==> src/rtl/rf_pkg.sv <==
package rf_pkg;
    typedef enum logic {
        TH_EMPTY = 1'b0,
        TH_TRACK = 1'b1
    } th_state_e;
endpackage

==> src/rtl/rf_thread_lane.sv <==
module rf_thread_lane
    import rf_pkg::*;
#(
    parameter int SRC       = 2,
    parameter int SEQ_W     = 16,
    parameter int TGT_W     = 32,
    parameter int TID_W     = 1,
    parameter int THREAD_ID = 0
) (
    input  logic                   clk,
    input  logic                   rst_n,
    input  logic                   ins_valid,
    input  logic [SEQ_W-1:0]       ins_seq,
    input  logic [SRC-1:0]         rd_valid,
    input  logic [SRC*TID_W-1:0]   rd_tid,
    input  logic [SRC*SEQ_W-1:0]   rd_seq,
    input  logic [SRC-1:0]         rd_mispred,
    input  logic [SRC*TGT_W-1:0]   rd_target,
    output logic                   fire,
    output logic                   sq_valid,
    output logic [SEQ_W-1:0]       sq_seq,
    output logic [TID_W-1:0]       sq_tid,
    output logic                   sq_mispred,
    output logic [TGT_W-1:0]       sq_target
);
    localparam int IDX_W = (SRC > 1) ? $clog2(SRC) : 1;
    localparam logic [TID_W-1:0] MY_TID = TID_W'(THREAD_ID);

    th_state_e        state_q, state_d;
    logic [SEQ_W-1:0] young_q, young_d;
    logic [SRC-1:0]   elig;
    logic [SEQ_W-1:0] win_seq;
    logic [IDX_W-1:0] win_idx;

    // eligibility of each source for this thread
    for (genvar s = 0; s < SRC; s++) begin : g_elig
        assign elig[s] = rd_valid[s]
                      && (rd_tid[s*TID_W +: TID_W] == MY_TID)
                      && (state_q == TH_TRACK)
                      && (rd_seq[s*SEQ_W +: SEQ_W] < young_q);
    end

    // oldest eligible request; ties keep the lower index
    always_comb begin
        fire    = 1'b0;
        win_seq = '0;
        win_idx = '0;
        for (int s = 0; s < SRC; s++) begin
            if (elig[s] && (!fire || rd_seq[s*SEQ_W +: SEQ_W] < win_seq)) begin
                fire    = 1'b1;
                win_seq = rd_seq[s*SEQ_W +: SEQ_W];
                win_idx = IDX_W'(s);
            end
        end
    end

    // next state and bound
    always_comb begin
        state_d = state_q;
        unique case (state_q)
            TH_EMPTY: if (ins_valid) state_d = TH_TRACK;   // FIRST_INSERT
            TH_TRACK: state_d = TH_TRACK;
            default:  state_d = TH_EMPTY;
        endcase
        young_d = young_q;
        if (fire)           young_d = win_seq;   // squash wins over insertion
        else if (ins_valid) young_d = ins_seq;
    end

    // state register
    always_ff @(posedge clk) begin
        if (!rst_n) begin
            state_q <= TH_EMPTY;
            young_q <= '0;
        end else begin
            state_q <= state_d;
            young_q <= young_d;
        end
    end

    // output register
    always_ff @(posedge clk) begin
        if (!rst_n) begin
            sq_valid   <= 1'b0;
            sq_seq     <= '0;
            sq_tid     <= '0;
            sq_mispred <= 1'b0;
            sq_target  <= '0;
        end else begin
            sq_valid <= fire;
            if (fire) begin
                sq_seq     <= win_seq;
                sq_tid     <= MY_TID;
                sq_mispred <= rd_mispred[win_idx];
                sq_target  <= rd_mispred[win_idx] ? rd_target[win_idx*TGT_W +: TGT_W] : '0;
            end
        end
    end

    a_r4_fwd_older: assert property (@(posedge clk) disable iff (!rst_n)
        sq_valid |-> (sq_seq < $past(young_q)));
    a_r5_bound_follows: assert property (@(posedge clk) disable iff (!rst_n)
        sq_valid |-> (young_q == sq_seq));
    a_r2_empty_silent: assert property (@(posedge clk) disable iff (!rst_n)
        (state_q == TH_EMPTY) |-> !sq_valid);
    a_r7_target_zero: assert property (@(posedge clk) disable iff (!rst_n)
        (sq_valid && !sq_mispred) |-> (sq_target == '0));
    for (genvar s = 0; s < SRC; s++) begin : g_chk
        a_r6_oldest_wins: assert property (@(posedge clk) disable iff (!rst_n)
            elig[s] |-> (fire && (win_seq <= rd_seq[s*SEQ_W +: SEQ_W])));
    end
endmodule

==> src/rtl/rf_drop_counter.sv <==
module rf_drop_counter #(
    parameter int W     = 8,
    parameter int INC_W = 2
) (
    input  logic             clk,
    input  logic             rst_n,
    input  logic [INC_W-1:0] inc,
    output logic [W-1:0]     count
);
    localparam int SUM_W = ((W > INC_W) ? W : INC_W) + 1;
    localparam logic [SUM_W-1:0] MAX = SUM_W'({W{1'b1}});

    logic [SUM_W-1:0] sum;
    assign sum = SUM_W'(count) + SUM_W'(inc);

    always_ff @(posedge clk) begin
        if (!rst_n)          count <= '0;
        else if (sum > MAX)  count <= '1;
        else                 count <= sum[W-1:0];
    end

    a_r10_drop_monotonic: assert property (@(posedge clk) disable iff (!rst_n)
        $past(rst_n) |-> (count >= $past(count)));
endmodule

==> src/rtl/rf_redirect_filter.sv <==
module rf_redirect_filter #(
    parameter int THREADS = 2,
    parameter int SOURCES = 2,
    parameter int SEQ_W   = 16,
    parameter int TGT_W   = 32,
    parameter int DROP_W  = 8,
    localparam int TID_W  = (THREADS > 1) ? $clog2(THREADS) : 1
) (
    input  logic                       clk,
    input  logic                       rst_n,
    input  logic [THREADS-1:0]         ins_valid,
    input  logic [THREADS*SEQ_W-1:0]   ins_seq,
    input  logic [SOURCES-1:0]         rd_valid,
    input  logic [SOURCES*TID_W-1:0]   rd_tid,
    input  logic [SOURCES*SEQ_W-1:0]   rd_seq,
    input  logic [SOURCES-1:0]         rd_mispred,
    input  logic [SOURCES*TGT_W-1:0]   rd_target,
    output logic [THREADS-1:0]         sq_valid,
    output logic [THREADS*SEQ_W-1:0]   sq_seq,
    output logic [THREADS*TID_W-1:0]   sq_tid,
    output logic [THREADS-1:0]         sq_mispred,
    output logic [THREADS*TGT_W-1:0]   sq_target,
    output logic [DROP_W-1:0]          drop_count
);
    localparam int INC_W = $clog2(SOURCES + 1);

    logic [THREADS-1:0] fire;
    logic [INC_W-1:0]   drop_inc;

    for (genvar t = 0; t < THREADS; t++) begin : g_lane
        rf_thread_lane #(
            .SRC(SOURCES), .SEQ_W(SEQ_W), .TGT_W(TGT_W),
            .TID_W(TID_W), .THREAD_ID(t)
        ) u_lane (
            .clk        (clk),
            .rst_n      (rst_n),
            .ins_valid  (ins_valid[t]),
            .ins_seq    (ins_seq[t*SEQ_W +: SEQ_W]),
            .rd_valid   (rd_valid),
            .rd_tid     (rd_tid),
            .rd_seq     (rd_seq),
            .rd_mispred (rd_mispred),
            .rd_target  (rd_target),
            .fire       (fire[t]),
            .sq_valid   (sq_valid[t]),
            .sq_seq     (sq_seq[t*SEQ_W +: SEQ_W]),
            .sq_tid     (sq_tid[t*TID_W +: TID_W]),
            .sq_mispred (sq_mispred[t]),
            .sq_target  (sq_target[t*TGT_W +: TGT_W])
        );
    end

    // requests not forwarded this cycle
    always_comb begin
        int nv;
        int nf;
        nv = 0;
        nf = 0;
        for (int s = 0; s < SOURCES; s++) nv += int'(rd_valid[s]);
        for (int t = 0; t < THREADS; t++) nf += int'(fire[t]);
        drop_inc = INC_W'(nv - nf);
    end

    rf_drop_counter #(.W(DROP_W), .INC_W(INC_W)) u_drop (
        .clk   (clk),
        .rst_n (rst_n),
        .inc   (drop_inc),
        .count (drop_count)
    );

    a_r9_lane_limit: assert property (@(posedge clk) disable iff (!rst_n)
        $countones(fire) <= $countones(rd_valid));
endmodule

==> config.mk <==
export PLATFORM = sky130hd
export DESIGN_NAME = rf_redirect_filter
export DESIGN_NICKNAME = d
export VERILOG_FILES = /design/src/rtl/rf_pkg.sv /design/src/rtl/rf_thread_lane.sv /design/src/rtl/rf_drop_counter.sv /design/src/rtl/rf_redirect_filter.sv
export SDC_FILE = /design/constraint.sdc
export NUM_CORES = 1
export LEC_CHECK = 0
export ABC_AREA = 1
export BUFFER_PORTS_ARGS = -buffer_cell sky130_fd_sc_hd__buf_2
export CORE_UTILIZATION = 54
export DETAILED_ROUTE_END_ITERATION = 12
export PLACE_DENSITY_LB_ADDON = 0.12
export SYNTH_ARGS = -nofsm -noshare
export SYNTH_HDL_FRONTEND = slang
export SYNTH_SLANG_ARGS = --single-unit
export TNS_END_PERCENT = 100
==> constraint.sdc <==
create_clock -name clk -period 4.42 [get_ports clk]
set_input_delay 0.884 -clock clk [delete_from_list [all_inputs] [get_ports clk]]
set_output_delay 0.884 -clock clk [all_outputs]
set_load 0.02 [all_outputs]
Word level (Yosys, flattened, before mapping)
Cells that the tools add are included.
{ "totals": {"regBits": 143, "input_bits": 138, "out_inout_bits": 110} }
{ "classes": {"n_addsub": 4, "n_lt_le_gt_ge": 9, "n_shift": 2, "mux": 25, "bitwise": 4, "n_reduce_logical": 20} }
{ "ops": {"columns": ["cell", "n"], "rows": [
  ["2-to-1 mux 16 bit", 8],
  ["variable part select 64 x 7 -> 32 bit", 2],
  ["less-than comparator 16 bit", 6],
  ["2-to-1 mux 32 bit", 2],
  ["logical AND 1 bit", 14],
  ["2-to-1 mux 1 bit", 12],
  ["adder 8 x 2 -> 9 bit", 1],
  ["greater-than comparator 9 x 8 -> 1 bit, second input constant", 1],
  ["2-to-1 mux 8 bit", 1],
  ["adder 1 x 1 -> 2 bit", 2],
  ["less-than comparator 1 x 2 -> 1 bit, second input constant", 2],
  ["inverter 1 bit", 4],
  ["case mux 1 bit (2 select lines)", 2],
  ["nonzero test 2 bit", 2],
  ["logical NOT 1 bit", 2],
  ["logical OR 1 bit", 2],
  ["subtractor 2 bit", 1]
]} }

Depth between registers and ports, before layout
Gate-level depths: netlist of the first run.
{ "logic_depth": {"word_depth": 14, "depth_mapped": 30} }

Cells and area by module
Synthesis of the first run repeated with hierarchy kept, for this count alone.
{ "hier_totals": {"hier_cells": 1464, "area_unflattened_um2": 9485.3} }
{ "by_module_without_submodules": {"columns": ["module", "n_inst", "cells_each", "area_per_inst_um2", "seq_area_each_um2"], "rows": [
  ["rf_thread_lane at g_lane[1].u_lane", 1, 698, 4506.8, 1361.3],
  ["rf_thread_lane at g_lane[0].u_lane", 1, 699, 4480.5, 1341.3],
  ["rf_drop_counter", 1, 58, 439.2, 160.2],
  ["rf_redirect_filter", 1, 9, 58.8, 0.0]
]} }

Worst setup path after synthesis of the first run
Ideal clock, no wire load.
{ "synth_path": {"path_kind": "input -> register", "startpoint": "input rd_seq[15]", "endpoint": "register u_drop.count[5]", "setup_time_ns": 0.058, "t_arrival_ns": 4.084, "setup_slack_ns": 0.278, "path_stages": 19, "n_path_buf": 0, "cell_sequence": "ha_1 > nand2_1 > nor4_1 > nand2_1 > nand2_2 > nand2_1 > fa_1 > inv_1 > ha_1 > ha_1 > inv_1 > fa_1 > nor4_1 > nand2_1 > nor2_1 > nand2_1 > o21ai_0 > o21ai_0 > inv_1"} }
{ "synth_via": {"elab_chain_len": 12} }
{ "synth_lines": {"columns": ["item", "line", "source"], "rows": [
  ["start: declaration", "rf_redirect_filter.sv:15", "input logic [SOURCES*SEQ_W-1:0] rd_seq,"],
  ["less-than comparator 16 bit", "rf_thread_lane.sv:40", "&& (rd_seq[s*SEQ_W +: SEQ_W] < young_q);"],
  ["logical AND 1 bit", "rf_thread_lane.sv:40", null],
  ["2-to-1 mux 16 bit or 2-to-1 mux 1 bit (tied branches)", "rf_thread_lane.sv:49", "if (elig[s] && (!fire || rd_seq[s*SEQ_W +: SEQ_W] < win_seq)) begin"],
  ["less-than comparator 16 bit or logical NOT 1 bit (tied branches)", "rf_thread_lane.sv:49", null],
  ["logical OR 1 bit", "rf_thread_lane.sv:49", null],
  ["logical AND 1 bit", "rf_thread_lane.sv:49", null],
  ["2-to-1 mux 1 bit *", "rf_thread_lane.sv:49", null],
  ["net g_lane[1].u_lane.fire", "rf_thread_lane.sv:19", "output logic fire,"],
  ["adder 1 x 1 -> 2 bit *", "rf_redirect_filter.sv:60", "for (int t = 0; t < THREADS; t++) nf += int'(fire[t]);"],
  ["subtractor 2 bit *", "rf_redirect_filter.sv:61", "drop_inc = INC_W'(nv - nf);"],
  ["adder 8 x 2 -> 9 bit *", "rf_drop_counter.sv:14", "assign sum = SUM_W'(count) + SUM_W'(inc);"],
  ["greater-than comparator 9 x 8 -> 1 bit", "rf_drop_counter.sv:18", "else if (sum > MAX) count <= '1;"],
  ["2-to-1 mux 8 bit *", "rf_drop_counter.sv:18", null],
  ["end signal: assignment", "rf_drop_counter.sv:19", "else count <= sum[W-1:0];"],
  ["end: declaration", "rf_drop_counter.sv:8", "output logic [W-1:0] count"]
]} }
The timed path passes the listed nets; every way through them passes the cells marked *.
A chain may end at the register's enable or synchronous reset.

Worst setup path after layout of the first run
{ "layout_path": {"startpoint": "input rd_seq[17]", "endpoint": "register u_drop.count[5]"} }
{ "layout_via": {"elab_chain_len": 9} }
{ "layout_lines": {"columns": ["item", "line"], "rows": [
  ["less-than comparator 16 bit, on equally long branches", "rf_thread_lane.sv:40, rf_thread_lane.sv:49"],
  ["logical AND 1 bit or logical OR 1 bit (tied branches)", "rf_thread_lane.sv:40, rf_thread_lane.sv:49"],
  ["logical AND 1 bit *", "rf_thread_lane.sv:49"],
  ["2-to-1 mux 1 bit *", "rf_thread_lane.sv:49"],
  ["net g_lane[0].u_lane.fire", "rf_thread_lane.sv:19"],
  ["adder 1 x 1 -> 2 bit *", "rf_redirect_filter.sv:60"],
  ["subtractor 2 bit *", "rf_redirect_filter.sv:61"],
  ["adder 8 x 2 -> 9 bit *", "rf_drop_counter.sv:14"],
  ["greater-than comparator 9 x 8 -> 1 bit", "rf_drop_counter.sv:18"],
  ["2-to-1 mux 8 bit *", "rf_drop_counter.sv:18"]
]} }
Marked as above.

==> results of run 1 <==
sequential cells by signal, indices dropped and copies added, names as in the netlist:
register	flops
g_lane.u_lane.young_q	32
g_lane.u_lane.state_q	2
g_lane.u_lane.sq_valid	2
g_lane.u_lane.sq_target	64
g_lane.u_lane.sq_mispred	2
u_drop.count	8
g_lane.u_lane.sq_tid	1
g_lane.u_lane.sq_seq	32
metal layers:
layer	GRT usage (%)	part of all wire [%]	wire, µm
met3	6.01	7.2	2070
met5	0	0	0
met1	42.7	45	12900
met2	50.7	46	13100
met4	11.2	2.3	673
cell type report:
class	instances	area, µm²
diodes	3	7.51
fillers	1570	5150
inverters	222	833
repair buffers	307	1780
clock buffers	20	457
multi-input cells	1010	5330
well taps	220	275
clock inverters	12	125
flip-flops and latches	143	2860
cell usage in the layout, fill, tap and decap left out, types with 4 or more instances in the layout:
cell / instances
nand2_1: 453
nor3_1: 8
buf_4: 54
a211oi_1: 4
buf_12: 7
a21oi_1: 104
ha_1: 93
dfxtp_1: 143
nand2_2: 5
nand4_1: 9
nor2_1: 64
inv_6: 5
o211ai_1: 33
buf_2: 246
nand3_1: 152
inv_2: 5
inv_1: 216
o21ai_0: 58
clkbuf_16: 17
critical path, stage by stage:
cell      delay (ns)
buf_2           0.13
ha_1            0.27
a21boi_0        0.21
o211ai_1        0.15
a21oi_2         0.17
o21ai_0         0.12
nand3_1         0.17
nand2_1         0.11
fa_1            0.50
inv_1           0.04
ha_1            0.26
ha_1            0.15
inv_1           0.06
fa_1            0.38
nor4_1          0.28
nand2_1         0.11
nor2_1          0.09
nand2_1         0.15
o21ai_0         0.12
o21ai_0         0.09
inv_1           0.08
timing repair:
action | in CTS | in global routing
hold endpoints to repair | 0 | 0
gates resized for setup | 0 | 4
setup endpoints to repair | 0 | 37
buffers inserted | 0 | 0
metrics by stage:
stage               cell area (µm²)  std cells  total power [mW]  TNS, ns
floorplan                      9430       1454              1.89        0
global placement              11100       1902              2.15    -8.51
detailed placement            11100       1902              2.17   -10.95
CTS                           11600       1934              3.61        0
global route                  11700       1936              3.78        0
finish                        11700       1937              3.61        0
worst max path at each step:
stage,to,cells past startpoint
5_1_grt,u_drop.count[5],21
3_3_place_gp,u_drop.count[5],20
2_1_floorplan,u_drop.count[5],19
3_5_place_dp,u_drop.count[5],20
6_report,u_drop.count[5],21
4_1_cts,u_drop.count[5],20
logic make-up after synthesis:
group / Yosys count
AOI/OAI and AO/OA: 212
xor gates and xnor gates: 4
adders and majority gates: 95
buffers and inverters: 301
DFF: 143
other: 1
and+or+nand+nor: 698
power groups by stage:
stage	clock network (mW)	registers, mW	logic (mW)
after floorplan	0	1.45	0.446
after global placement	0	1.41	0.743
after detailed placement	0	1.41	0.754
after CTS	1.47	1.38	0.761
after global routing	1.52	1.39	0.869
final	1.45	1.38	0.770
==> impl_metrics.yaml, run 1 <==
clock_tree:
  ctsHoldBuffers: 0
  clock_latency_ns: 0.43
  h-tree-depth: 4
  cts_tree: "done"
  cts_sinks: 143
  cts_buffers: 17
  cts.clk_slew.worst_paths_ns: 0.07
  cts_root_buf: "clkbuf_16"
  clockBufferDepth: 2
yosys:
  synth_top_area_share_pct: 30.4
  synth_top_family_by_area: "simple AND/OR/NAND/NOR gates"
  synthCells: 1454
  synth_most_common_cell: "nand2_1"
  synth-simple-area-share_pct: 30.6
  yosysWarningCount: 0
  synth_fa_ha_area_share_pct: 12.8
  synth-xor-area-share_pct: 0.372
  synth_area_um2: 9430
  synth_common_cells: "nand2_1 (453), inv_1 (218), nand3_1 (152), dfxtp_1 (143), a21oi_1 (105)"
  ys_seq_elements: 143
  synthTopCellsByArea: "dfxtp_1 (30%), nand2_1 (18%), ha_1 (12%)"
  synth_top_area_cell: "dfxtp_1"
  syn-num-nets: 1687
  ys_seq_area_share_pct: 30.4
  synthMuxAreaShare_pct: 0
  post_synth.cell_area_avg_um2: 6.48
  ys_types: 34
  synth_ff_type: "dfxtp_1"
  synth_edf_count: 0
  synth_compound_area_share_pct: 12.5
  synthArstFlopShare_pct: 0
finish:
  drive_gt1_share_pct: 20.7
  layout.nets: 1934
  syn_to_final_growth_pct: 23.8
  fin_util_pct: 69.4
detailed_routing:
  wl_mm: 28.7
  first_pass_iters: 7
  vias: 10100
  drtIter0Drc: 594
  vias_per_cell: 5.23
  routedWlPerCell_um: 14.8
  drtAntennaViolNets: 0
  post-route-drc-count: 0
power_and_ir_drop:
  power.switching_mw: 1.13
  p_clk_share_pct: 40.2
  ir_drop_mv: 0.285
  swShare_pct: 31.5
  power.internal_mw: 2.47
  seqPwrFrac_pct: 38.4
  p_per_area_nw_per_um2: 309
  p_leak_nw: 6.35
  combPwrFrac_pct: 21.4
status:
  outcome: "complete, no violations"
min_path:
  holdPathEnd: "g_lane[0].u_lane.sq_target[12]"
  min-delay-start: "g_lane[0].u_lane.sq_target[12]"
  worstHoldPathType: "register to register"
  hold_depth: 2
floorplan:
  start_util_pct: 56.0
  rows: 47
  die_w_um: 134
  die_height_um: 134
  core_um2: 16800
  dieArea_um2: 18000
  pin_count: 248
grt:
  grt_max_degree: 69
  grt_pass1_wl_mm: 45.3
  antenna_found_initial: 3
  grt_pass1_vias: 8880
  grt_overflow_total: 0
  track_usage_pct: 31.7
worst_setup_path:
  crit_path_end_kind: "register"
  r2r-end: "u_drop.count[5]"
  cp_data_arrival_time_ns: 4.52
  crit_path_max_fanout: 6
  reg2regPathDepth: 20
  critPathKind: "primary input to register"
  required_ns: 4.79
  startpoint_type: "primary input"
  reg2reg_slack_ns: 0.42
  startpoint: "rd_seq[17]"
  r2r-start: "g_lane[1].u_lane.young_q[15]"
placed_design:
  dp_worst_setup_slack_ns: -0.229
  portBuffers: 246
  dp_hpwl_mm: 21.3
  place_congestion: 0.926
sta:
  worstMarginPinSlew_ns: 0.823
  clock-skew-final_ns: 0.00880
  relSlewSlack_pct: 45.1
  setup_violations: 0
  maxClockFrequency_ghz: 0.241
  whs_ns: 0.462
  final.setup.worst_slack_ns: 0.269
  slew_violations: 0
  fin_crit_ns: 4.15
  rsz0062_at_grt: "no"
  finalHoldViolations: 0
  min_period_over_period_pct: 93.9
run:
  drv_cap: 0
No activity file was read; power rests on OpenSTA's default activity.
==> inputs of run 2 (changes only) <==
ABC_AREA = not set   (was 1)
CORE_UTILIZATION = 50   (was 54)
==> run 2 against run 1 <==
Effect of this change: cell count shrank 18%; clock skew grew 0.0037 ns; power shrank 0.29%; fmax shrank 3.1%; via count grew 5.7%; sequential power is essentially flat; sequential cell count is the same; register-to-register slack lost 0.14 ns; synthesized area grew 1.2%; critical endpoint is now g_lane[1].u_lane.sq_seq[0]; non-clock buffer count grew 33; largest cell class unchanged; global-route usage grew 2.6 points; synthesized cell count shrank 22%.
==> impl_metrics.yaml, run 2 <==
detailed_routing:
  vias_per_cell: 6.70
  vias: 10700
  drtAntennaViolNets: 0
  drtIter0Drc: 1032
  wl_mm: 34.1
  routedWlPerCell_um: 21.3
  post-route-drc-count: 0
  first_pass_iters: 6
yosys:
  synth_area_um2: 9540
  synth_ff_type: "dfxtp_1"
  syn-num-nets: 1361
  synthCells: 1128
  synth_common_cells: "dfxtp_1 (143), o2111ai_1 (143), clkbuf_1 (108), nand3_1 (107), a31oi_1 (104)"
  yosysWarningCount: 0
  synth_top_area_cell: "dfxtp_1"
  post_synth.cell_area_avg_um2: 8.46
  ys_seq_elements: 143
  synth_edf_count: 0
  ys_types: 56
  synthArstFlopShare_pct: 0
  ys_seq_area_share_pct: 30.0
  synth_top_area_share_pct: 30.0
  synthTopCellsByArea: "dfxtp_1 (30%), o2111ai_1 (13%), ha_1 (12%)"
status:
  outcome: "complete, no violations"
worst_setup_path:
  cp_data_arrival_time_ns: 4.54
  startpoint_type: "primary input"
  crit_path_max_fanout: 34
  cp_cell_sequence: "buf_2, ha_4, a211o_1, a31oi_2, o221ai_2, a21oi_4, buf_12, nand2_4, ha_4, nand4_1, or4_1, or4_4, and3_4, buf_12, o211ai_1, a31oi_1"
  crit_family: "simple AND/OR/NAND/NOR gates"
  crit_slowest_cell: "or4_4"
  slowest_delay_ns: 0.55
  crit_path_end_kind: "register"
  critPathKind: "primary input to register"
  required_ns: 4.68
  crit_buf_inv: 3
finish:
  largest_reg_flops: 64
  regMostFlops: "g_lane.u_lane.sq_target"
  final_cell_mix: "buf_2 (246), dfxtp_1 (143), o2111ai_1 (132)"
  final_area_um2: 12200
  layout.nets: 1582
  reg.largest.list: "g_lane.u_lane.sq_target (64), g_lane.u_lane.sq_seq (32), g_lane.u_lane.young_q (32)"
  syn_to_final_growth_pct: 28.3
  fill_cells: 1605
  final_common_cell: "buf_2"
  fin_util_pct: 65.5
  final_cells: 1597
  drive_gt1_share_pct: 31.8
power_and_ir_drop:
  p_leak_nw: 4.92
  ir_drop_mv: 0.270
  power_mw: 3.59
  p_per_area_nw_per_um2: 294
clock_tree:
  h-tree-depth: 4
  cts_sinks: 143
  clock_latency_ns: 0.43
  clockBufferDepth: 2
  cts_buffers: 17
  cts_tree: "done"
  cts.clk_slew.worst_paths_ns: 0.07
  cts_root_buf: "clkbuf_16"
placed_design:
  dp_hpwl_mm: 22.9
  placed_cell_area_um2: 11600
  placedCellCount: 1563
  place_congestion: 0.965
  portBuffers: 246
sta:
  fin_crit_ns: 4.28
  maxClockFrequency_ghz: 0.233
  finalHoldViolations: 0
  relSlewSlack_pct: 17.8
  min_period_over_period_pct: 96.9
  worstMarginPinSlew_ns: 1.23
  clock-skew-final_ns: 0.0125
  setup_violations: 0
  slew_violations: 0
min_path:
  worstHoldPathType: "register to register"
floorplan:
  pin_count: 248
  core_um2: 18700
  die_height_um: 140
  die_w_um: 140
  start_util_pct: 51.0
  dieArea_um2: 19600
  rows: 50
grt:
  grt_pass1_wl_mm: 53.9
  grt_overflow_total: 0
  antenna_found_initial: 2
  grt_pass1_vias: 9981
  track_usage_pct: 34.3
  grt_max_degree: 115
run:
  drv_cap: 0
## run 2: cell count changes after synthesis, moves of 21 or more
cell,change
nand2b_1,+21
nand3_1,-45
nor2_1,-52
o2111ai_1,+143
a21oi_1,-72
o21ai_0,-48
clkbuf_1,+71
inv_1,-177
nand2_1,-370
a31oi_1,+102
## run 2: logic make-up after synthesis
| group | count (synthesis) | share of synthesized area, % |
|---|---|---|
| AOI/OAI and AO/OA | 431 | 35.2 |
| buffers and inverters | 180 | 7.63 |
| other | 1 | 0.0393 |
| xor gates and xnor gates | 5 | 0.459 |
| and+or+nand+nor | 273 | 14.1 |
| adders and majority gates | 95 | 12.6 |
| DFF | 143 | 30.0 |
## run 2: per-stage QoR
stage,worst slack [ns],hold WS (ns),TNS (ns)
finish,0.135,0.466,0
global route,-0.00949,0.492,-0.0107
CTS,0.0174,0.467,0
detailed placement,-0.566,0.452,-35.08
global placement,-0.498,0.448,-31.19
floorplan,-0.222,0.442,-10.64
## run 2: what timing repair did
action	CTS	global route
setup endpoints to repair	20	65
setup buffers	0	1
resized for setup	3	4
hold buffers	0	0
pin swaps	0	3
## run 2: final timing paths
check	start	end	slack, ns	depth (start not counted)
worst max-delay path	rd_seq[2]	g_lane[1].u_lane.sq_seq[0]	0.14	16
worst min-delay path	g_lane[1].u_lane.sq_tid	g_lane[1].u_lane.sq_tid	0.47	1
worst min register to register	g_lane[1].u_lane.sq_tid	g_lane[1].u_lane.sq_tid	0.47	1
worst max register to register	g_lane[1].u_lane.young_q[2]	g_lane[1].u_lane.sq_seq[0]	0.28	16
## run 2: cell type report
cell class / count / area (µm²) / area share (%)
antenna: 1 / 2.50 / 0.0204
clock buffer: 19 / 443 / 3.62
tap: 234 / 293 / 2.39
multi-input combinational: 805 / 6290 / 51.4
clock inverter: 13 / 106 / 0.869
sequential: 143 / 2860 / 23.4
inverter: 42 / 158 / 1.29
timing repair buffer: 340 / 2090 / 17.0
## run 2: report_power, final
| part | switching, mW | internal (mW) | total (mW) |
|---|---|---|---|
| registers | 0.0318 | 1.35 | 1.38 |
| clock network | 0.626 | 0.743 | 1.37 |
| logic | 0.517 | 0.328 | 0.845 |
| total | 1.17 | 2.42 | 3.59 |
## run 2: worst reg2reg max path: stages, from the launching register on
cell and delay, ns:
dfxtp_1 0.30, inv_1 0.12, ha_4 0.23, a211o_1 0.27, a31oi_2 0.23, o221ai_2 0.18
a21oi_4 0.25, buf_12 0.18, nand2_4 0.06, ha_4 0.26, nand4_1 0.10, or4_1 0.48
or4_4 0.55, and3_4 0.23, buf_12 0.18, o211ai_1 0.22, a31oi_1 0.12
## run 2: layer usage
layer	vias to the layer above	part of all wire, %	track usage [%]	wire length (µm)
met3	66	9.3	7.25	3150
met5	-	0.038	0	13
met1	5058	43	47.0	14700
li1	4979	-	-	-
met4	2	2.2	11.2	762
met2	599	45	53.7	15400
